<file path="config.mk">
export PLATFORM = sky130hd
export DESIGN_NAME = acs_butterfly_modular
export DESIGN_NICKNAME = d
export VERILOG_FILES = /design/src/rtl/acs_butterfly_modular.sv
export SDC_FILE = /design/constraint.sdc
export NUM_CORES = 1
export LEC_CHECK = 0
export CORE_MARGIN = 2
export CORE_UTILIZATION = 24
export CTS_CLUSTER_SIZE = 10
export DETAILED_ROUTE_END_ITERATION = 8
export DONT_BUFFER_PORTS = 1
export PLACE_DENSITY = 0.4
export SKIP_LAST_GASP = 1
export SYNTH_ARGS = -nofsm -noshare
export SYNTH_HDL_FRONTEND = slang
export SYNTH_SLANG_ARGS = --single-unit
</file>
<file path="constraint.sdc">
create_clock -name clk -period 10.5 [get_ports clk]
set_input_delay 1.05 -clock clk [delete_from_list [all_inputs] [get_ports clk]]
set_output_delay 1.05 -clock clk [all_outputs]
set_load 0.01 [all_outputs]
</file>
<file path="src/rtl/acs_butterfly_modular.sv">
module acs_butterfly_modular #(
  parameter int PM_W   = 9,
  parameter int BM_W   = 5,
  parameter int SUB_S1 = 2,
  parameter int SUB_S2 = 5
) (
  input  logic            clk,
  input  logic            rst_n,
  input  logic            acs_enable,
  input  logic [1:0]      bfly_kind,
  input  logic [PM_W-1:0] pm_up_in,
  input  logic [PM_W-1:0] pm_lo_in,
  input  logic [BM_W-1:0] bm_sum,
  input  logic [BM_W-1:0] bm_diff,
  input  logic [BM_W-1:0] bm_nsum,
  input  logic [BM_W-1:0] bm_ndiff,
  output logic [PM_W-1:0] pm_s0,
  output logic [PM_W-1:0] pm_s1,
  output logic            dec_s0,
  output logic            dec_s1,
  output logic            fifo_enable
);

  localparam logic [PM_W-1:0] ADD_STARTS = PM_W'(1) << BM_W;
  localparam logic [PM_W-1:0] SUB_STARTS = (PM_W'(1) << SUB_S1) | (PM_W'(1) << SUB_S2);

  // Carry-select sum: each section ripples with carry-in 0, and the
  // carry-in-1 result is that sum incremented (bit flips where all lower bits are 1).
  function automatic logic [PM_W:0] cs_add(input logic [PM_W-1:0] a,
                                           input logic [PM_W-1:0] b,
                                           input logic            cin,
                                           input logic [PM_W-1:0] starts);
    logic [PM_W-1:0] res;
    logic csel, cz, all1, s0, sec_cout;
    csel = cin; cz = 1'b0; all1 = 1'b1; sec_cout = 1'b0;
    for (int i = 0; i < PM_W; i++) begin
      if (starts[i] && i != 0) begin
        csel = sec_cout; cz = 1'b0; all1 = 1'b1;
      end
      s0       = a[i] ^ b[i] ^ cz;
      cz       = (a[i] & b[i]) | (a[i] & cz) | (b[i] & cz);
      res[i]   = csel ? (s0 ^ all1) : s0;
      all1     = all1 & s0;
      sec_cout = csel ? (cz | all1) : cz;
    end
    return {sec_cout, res};
  endfunction

  logic [BM_W-1:0] bm_pos, bm_neg;
  always_comb begin
    unique case (bfly_kind)
      2'd0: begin bm_pos = bm_sum;   bm_neg = bm_nsum;  end
      2'd1: begin bm_pos = bm_nsum;  bm_neg = bm_sum;   end
      2'd2: begin bm_pos = bm_diff;  bm_neg = bm_ndiff; end
      default: begin bm_pos = bm_ndiff; bm_neg = bm_diff; end
    endcase
  end

  logic [PM_W-1:0] bx_pos, bx_neg;
  assign bx_pos = {{(PM_W-BM_W){bm_pos[BM_W-1]}}, bm_pos};
  assign bx_neg = {{(PM_W-BM_W){bm_neg[BM_W-1]}}, bm_neg};

  logic [PM_W:0] sum_u0, sum_l0, sum_u1, sum_l1, dif0, dif1;
  logic [PM_W-1:0] cu0, cl0, cu1, cl1;
  assign sum_u0 = cs_add(pm_up_in, bx_pos, 1'b0, ADD_STARTS);
  assign sum_l0 = cs_add(pm_lo_in, bx_neg, 1'b0, ADD_STARTS);
  assign sum_u1 = cs_add(pm_up_in, bx_neg, 1'b0, ADD_STARTS);
  assign sum_l1 = cs_add(pm_lo_in, bx_pos, 1'b0, ADD_STARTS);
  assign cu0 = sum_u0[PM_W-1:0];
  assign cl0 = sum_l0[PM_W-1:0];
  assign cu1 = sum_u1[PM_W-1:0];
  assign cl1 = sum_l1[PM_W-1:0];

  assign dif0 = cs_add(cl0, ~cu0, 1'b1, SUB_STARTS);
  assign dif1 = cs_add(cl1, ~cu1, 1'b1, SUB_STARTS);

  logic pick0, pick1;
  assign pick0 = dif0[PM_W-1];
  assign pick1 = dif1[PM_W-1];

  always_ff @(posedge clk) begin
    if (!rst_n) begin
      pm_s0 <= '0; pm_s1 <= '0; dec_s0 <= 1'b0; dec_s1 <= 1'b0; fifo_enable <= 1'b0;
    end else begin
      fifo_enable <= acs_enable;
      if (acs_enable) begin
        pm_s0  <= pick0 ? cl0 : cu0;
        pm_s1  <= pick1 ? cl1 : cu1;
        dec_s0 <= pick0;
        dec_s1 <= pick1;
      end
    end
  end


  adder_mod_sum_chk: assert property (@(posedge clk) disable iff (!rst_n)
    cu0 == PM_W'(pm_up_in + bx_pos) && cl1 == PM_W'(pm_lo_in + bx_pos));


  hold_when_idle_chk: assert property (@(posedge clk) disable iff (!rst_n)
    !acs_enable |=> $stable(pm_s0) && $stable(pm_s1) && $stable(dec_s0) && $stable(dec_s1));


  fifo_enable_delay_chk: assert property (@(posedge clk) disable iff (!rst_n)
    1'b1 |=> fifo_enable == $past(acs_enable));


  s0_not_above_chk: assert property (@(posedge clk) disable iff (!rst_n)
    acs_enable |=> !(PM_W'(pm_s0 - $past(cu0)) != '0 && !(PM_W'(pm_s0 - $past(cu0)) >> (PM_W-1)))
                && !(PM_W'(pm_s0 - $past(cl0)) != '0 && !(PM_W'(pm_s0 - $past(cl0)) >> (PM_W-1))));


  tie_keeps_upper_chk: assert property (@(posedge clk) disable iff (!rst_n)
    acs_enable && cu1 == cl1 |=> !dec_s1);

endmodule

</file>
* Word-level counts from Yosys, hierarchy flattened *
Cells that the tools add are included.

storage, ports and cells
  bits in registers = 21
  word-level logic and storage cells = 352
  bits of input ports = 43

operators by class
  equality and inequality tests = 2
  reductions and logical operators = 1
  muxes and demuxes = 24
  bitwise logic cells = 320

operators by type and width
  operator                                                                count
  1-bit AND                                                               134
  1-bit XOR                                                               108
  1-bit OR                                                                72
  5-bit case mux with 3 select lines                                      2
  1-bit two-way mux                                                       20
  9-bit two-way mux                                                       2
  9-bit NOT                                                               2
  1-bit NOT                                                               4
  2-bit by 1-bit equality test with 1-bit output (second input constant)  1
  2-bit equality test (second input constant)                             1
  2-bit zero test                                                         1

* Longest topological paths before layout *
  depth in word-level cells = 28
  gate-level depth with buffers = 18

* Least setup slack after synthesis *
Ideal clock, no wire load.

  kind = input port to flip-flop
  start point = input bfly_kind[0]
  end point = register pm_s0[6]
  stages = 18
  setup slack = 3.971 ns
  arrival = 6.463 ns
  cells stage by stage = clkbuf_1 -> mux4_2 -> ha_1 -> fa_1 -> fa_1 -> fa_1 -> fa_1 -> xor2_1 -> ha_1 -> fa_1 -> inv_1 -> fa_1 -> nor2_1 -> o21ai_1 -> xor2_1 -> xnor2_4 -> mux2_4 -> a21oi_2

between the ends
  cells in the longest elaborated chain, start to end = 28

ends and longest elaborated chain
  what                                               line  RTL
  from (decl)                                        10    input logic [1:0] bfly_kind,
  2-bit equality test, or another cell as far along  51    unique case (bfly_kind)
  5-bit case mux with 3 select lines                 51
  1-bit AND (2 in series)                            41    cz = (a[i] & b[i]) | (a[i] & cz) | (b[i] & cz);
  1-bit OR (2 in series)                             41
  1-bit AND                                          41
  1-bit OR (2 in series)                             41
  1-bit AND                                          41
  1-bit OR (2 in series)                             41
  [... 5 more ...]                                   --
  1-bit AND (2 in series)                            41
  1-bit OR (2 in series)                             41
  1-bit AND                                          41
  1-bit OR (2 in series)                             41
  1-bit XOR                                          40    s0 = a[i] ^ b[i] ^ cz;
  1-bit XOR                                          42    res[i] = csel ? (s0 ^ all1) : s0;
  1-bit two-way mux                                  42
  9-bit two-way mux *                                87    pm_s0 <= pick0 ? cl0 : cu0;
  to (signal assigned)                               87
  to (decl)                                          17    output logic [PM_W-1:0] pm_s0,

Every way passes the cells marked *; elsewhere a longest branch is shown, timed or not.
A chain may end at the register's enable or synchronous reset.

* Worst setup path in the final report *
  start point = input bfly_kind[1]
  end point = register pm_s1[0]

between the ends
  cells in the longest elaborated chain, start to end = 28

ends and longest elaborated chain
  what                                               line  RTL
  2-bit equality test, or another cell as far along  51
  5-bit case mux with 3 select lines                 51
  1-bit AND (2 in series)                            41
  1-bit OR (2 in series)                             41
  1-bit AND                                          41
  1-bit OR (2 in series)                             41
  1-bit AND                                          41
  1-bit OR (2 in series)                             41
  [... 5 more ...]                                   --
  1-bit AND (2 in series)                            41
  1-bit OR (2 in series)                             41
  1-bit AND                                          41
  1-bit OR (2 in series)                             41
  1-bit XOR                                          40
  1-bit XOR                                          42
  1-bit two-way mux                                  42
  9-bit two-way mux *                                88    pm_s1 <= pick1 ? cl1 : cu1;
  to (signal assigned)                               88
  to (decl)                                          18    output logic [PM_W-1:0] pm_s1,

Marked as above.

==> results <==
- The flow ran to the end, and the final reports show no timing, DRC or antenna violations.
- The TritonCTS sink count is 21.
- The maximum achievable frequency is 161.0 MHz.
- The maximum level of the CTS H-tree is 1.
- The most utilized layer in the global route result is met2.
- The cell area after synthesis is 2616 um2.
- The routed layout has 1628 vias.
- The type of the worst setup path is input pin to register.
- In this run the horizontal extent of the chip is 108.4 um.
- In this run, the number of DRC markers left after iteration 0 of detailed routing was 72.
- The proportion of power drawn by the clock network is 7.8%.
- The root buffer selected by CTS is clkbuf_8.
- The buffer count from post-CTS setup fixing is 0.
- The count of boundary I/O pins is 64.
- The share of the clock period used by the worst path is 59.16%.
- Entering global routing, the biggest net connects 29 pins.
- Tracing the worst setup path back leads to its startpoint at bfly_kind[1].
- The number of routed nets with antenna violations is 0.
- The startpoint of the most critical hold path is pm_s0[5].
- The number of nets produced by synthesis is 331.
- Summed over all layers, the routed wires come to 6191 um.
- Data on the critical path arrives at its endpoint at 6350 ps.
- The internal power of the cells totals 0.3587 mW.
- Power spread over the standard cell area amounts to 237.4 nW/um2.
- The count of input and output buffers is 0.
- The final-layout worst hold slack is 560.8 ps.
- Sequential cells burn 20.0% of the power.
- The global-route track usage on met1 is 15.92%.
- The leakage power is 1.181 nW.
- The number of cells on the worst hold path is 1.
- The met2 usage in global routing is 16.03%.
- The tool flagged a number of max-cap violations equal to 0.
- Dividing the synthesized area by the synthesized cell count gives 11.28 um2.
- In this run the vertical extent of the chip is 108.4 um.
- Synthesis instantiated 29 different standard cells from the library.
- Including well taps, the total number of placed cells is 365.
- The total global-route track usage is 10.93%.
- The number of clock buffers added by TritonCTS is 3.
- The worst min-delay path endpoint is pm_s0[5].
- After synthesis, flip-flops and latches occupy 16.07% of the total area.
- In this run the standard cell core region covers 10750 um2.
- The clock tree from TritonCTS is built.
- The transition time at the pin with the least slew margin is 720.9 ps.
- The depth of the most critical reg-to-reg path is 2.
- Leaving out fill and tap cells, the most frequent cells in the layout are fa_1 (30), ha_1 (26), mux2i_1 (24), inv_1 (22), dfxtp_1 (21).
- The wire length of the first global-routing pass is 9818 um.
- The worst reg2reg path endpoint is pm_s1[1].
- Summing all flip-flop and latch instances after layout gives 420.4 um2.
- The detailed-routing iteration count for the pre-antenna-repair pass is 3.
- After global routing the overflow that remains totals 0.
- Using the TritonRoute via totals, the vias-per-cell ratio works out to 4.412.
- The path class of the lowest-slack min-delay path is register to register.
- Setup repair after global routing left no endpoint under its margin.
- The maximum clock insertion buffer count is 2.
- From synthesis to final layout, the design area changed by 7.078%.
- The number of hold buffers added after CTS was 0.
- The number of resized instances in the post-cts repair step is 0.
- The HPWL after detailed placement is 5536 um.
- The count of standard-cell rows is 38.
- Leaving out fill and tap cells, the most frequent cell in the layout is fa_1.
- By instance count, the cell type seen most on the critical path is fa_1.
- The final-report hold violation count was 0.
- The number of antenna violations at the first check in global routing was 0.
- Setup violations remaining at the end of the flow were counted as 0.
- The final clock skew is 0 ps.
- Together, buffers and inverters on the worst path number 2.
- Net switching is 46.08% of the power.
- The number of max-slew violations in the final report was 0.
- After the last flow step, the layout net total stands at 329.
- The startpoint identified for the worst register-to-register timing path is pm_s1[1].
- The clock-pin slew on the worst setup and hold paths is 70 ps.
- In this run the worst path has a maximum fanout of 12.
- For this configuration, the core starts out at a cell density of 24.35%.
- The number of global-route vias before repair is 1813.
- The cell with the biggest individual delay on the critical path is xnor2_2.
- On the worst path, the slowest cell contributes a delay of 590 ps.
- The critical path's top delay family is adder cells.
- The switching power total is 0.3065 mW.
- The max-slew headroom at the worst pin is 51.70%.
- For this run, global-route usage on met3 was measured as 2.833%.
- The number of instances in the synthesized netlist is 232.
- The fraction of power consumed by combinational cells is 72.2%.
- The routability congestion estimate is 0.7599.
- For this run, the number of standard cells in the final layout without fillers is 369.
- The setup TNS after final layout is 0 ps.
- The shortest period the worst path allows is 6212 ps.
- The synthesized design contains 21 register bits.
- The clock reaches the later pin of the worst-skew pair after 250 ps.
- The number of inserted diodes is 0.
- The worst-case IR drop observed on VDD is 0.00009441 V.
- After filler insertion, the fill cell instance count of the layout stands at 1165.
- For this run, design rule violations remaining after detail routing come to 0.
- After detailed routing, the average wire length per cell comes to 16.78 um.
- The number of synthesis warnings is 0.
- The worst setup path is captured at a register.
- The share of cells above drive strength 1 is 11.35%.
- STA classifies the critical path startpoint as an input pin.
- Traced cell by cell, the critical path runs through mux4_2 > ha_1 > fa_1 > fa_1 > fa_1 > fa_1 > mux2i_1 > inv_1 > fa_1 > inv_1 > fa_1 > nor2_1 > o21ai_1 > xor2_2 > xnor2_2 > mux2i_1 > a21oi_1.
- The required time at the worst-slack endpoint is 10640 ps.
- The slack of the worst reg-to-reg path is 9810 ps.
- The total area of multi-input combinational cells is 2078 um2.
- The die covers 11750 um2.
[through the flow]
stage	total power [mW]	utilization (%)	worst slack (ps)	instance area, um2
5_1_grt	0.7340	26.07	3980	2801
6_report	0.6652	26.07	4288	2801
2_1_floorplan	0.5170	-	3971	2616
3_5_place_dp	0.6268	25.65	3948	2756
3_3_place_gp	0.6202	25.65	3978	2756
4_1_cts	0.6826	26.07	4219	2801
[power groups by stage]
stage,Combinational [mW],Clock (mW),Sequential (mW)
floorplan,0.387,0,0.130
global placement,0.484,0,0.136
detailed placement,0.490,0,0.137
CTS,0.493,0.0544,0.135
global route,0.538,0.0575,0.138
finish,0.480,0.0518,0.133
[cells by family (layout without fill, tap and decap cells)]
kind of cell | Yosys count | count (layout) | synth area share, %
xor gates and xnor gates | 30 | 30 | 11.62
buffers and inverters | 29 | 26 | 4.495
DFF | 21 | 21 | 16.07
muxes | 36 | 36 | 18.94
adders and majority gates | 56 | 56 | 35.39
and+or+nand+nor | 25 | 25 | 4.926
AOI/OAI and AO/OA | 35 | 35 | 8.561
[routing by layer]
metal,vias to the layer above,routed length (um)
li1,788,-
met1,796,3033
met2,42,2635
met3,2,483
met4,0,38
met5,-,0
[flip-flops by register name, summed over array words and instances, names as in the netlist]
name	count
pm_s0	9
pm_s1	9
dec_s0	1
dec_s1	1
fifo_enable	1
[area by class of cell]
class / count / share of cell area (%)
multi-input combinational: 182 / 74.18
sequential: 21 / 15.01
tap: 140 / 6.253
inverter: 22 / 2.948
clock buffer: 4 / 1.608
[cells in the mapped netlist]
master,n,area (um2)
a211oi_1,2,15.01
a21oi_1,10,50.05
a21oi_2,2,17.52
a22o_1,4,35.03
a32o_1,2,20.02
and2_1,1,6.260
buf_2,1,5.000
buf_4,2,15.01
clkbuf_1,4,15.01
dfxtp_1,21,420.4
fa_1,30,600.6
ha_1,26,325.3
inv_1,22,82.58
mux2_4,2,30.03
mux2i_1,24,240.2
mux4_2,10,225.2
nand2_1,9,33.78
nand2b_1,6,37.54
nor2_1,2,7.510
nor2b_1,3,18.77
o21ai_0,12,60.06
o21ai_1,2,10.01
o21ai_4,1,16.27
or2_2,4,25.02
xnor2_1,14,122.6
xnor2_2,2,32.53
xnor2_4,1,27.53
xor2_1,12,105.1
xor2_2,1,16.27
[worst register-to-register path: stages (launching register included)]
cell     delay (ps)
dfxtp_1         340
o21ai_0         190
a21oi_1          60
[worst max-delay path by stage]
stage / to / slack (ps) / cells after the start
5_1_grt: pm_s1[0] / 3980 / 17
3_3_place_gp: pm_s1[0] / 3980 / 17
6_report: pm_s1[0] / 4290 / 17
3_5_place_dp: pm_s1[0] / 3950 / 17
2_1_floorplan: pm_s0[6] / 3970 / 18
4_1_cts: pm_s1[0] / 4220 / 17
Power figures use the tool's default switching activity.
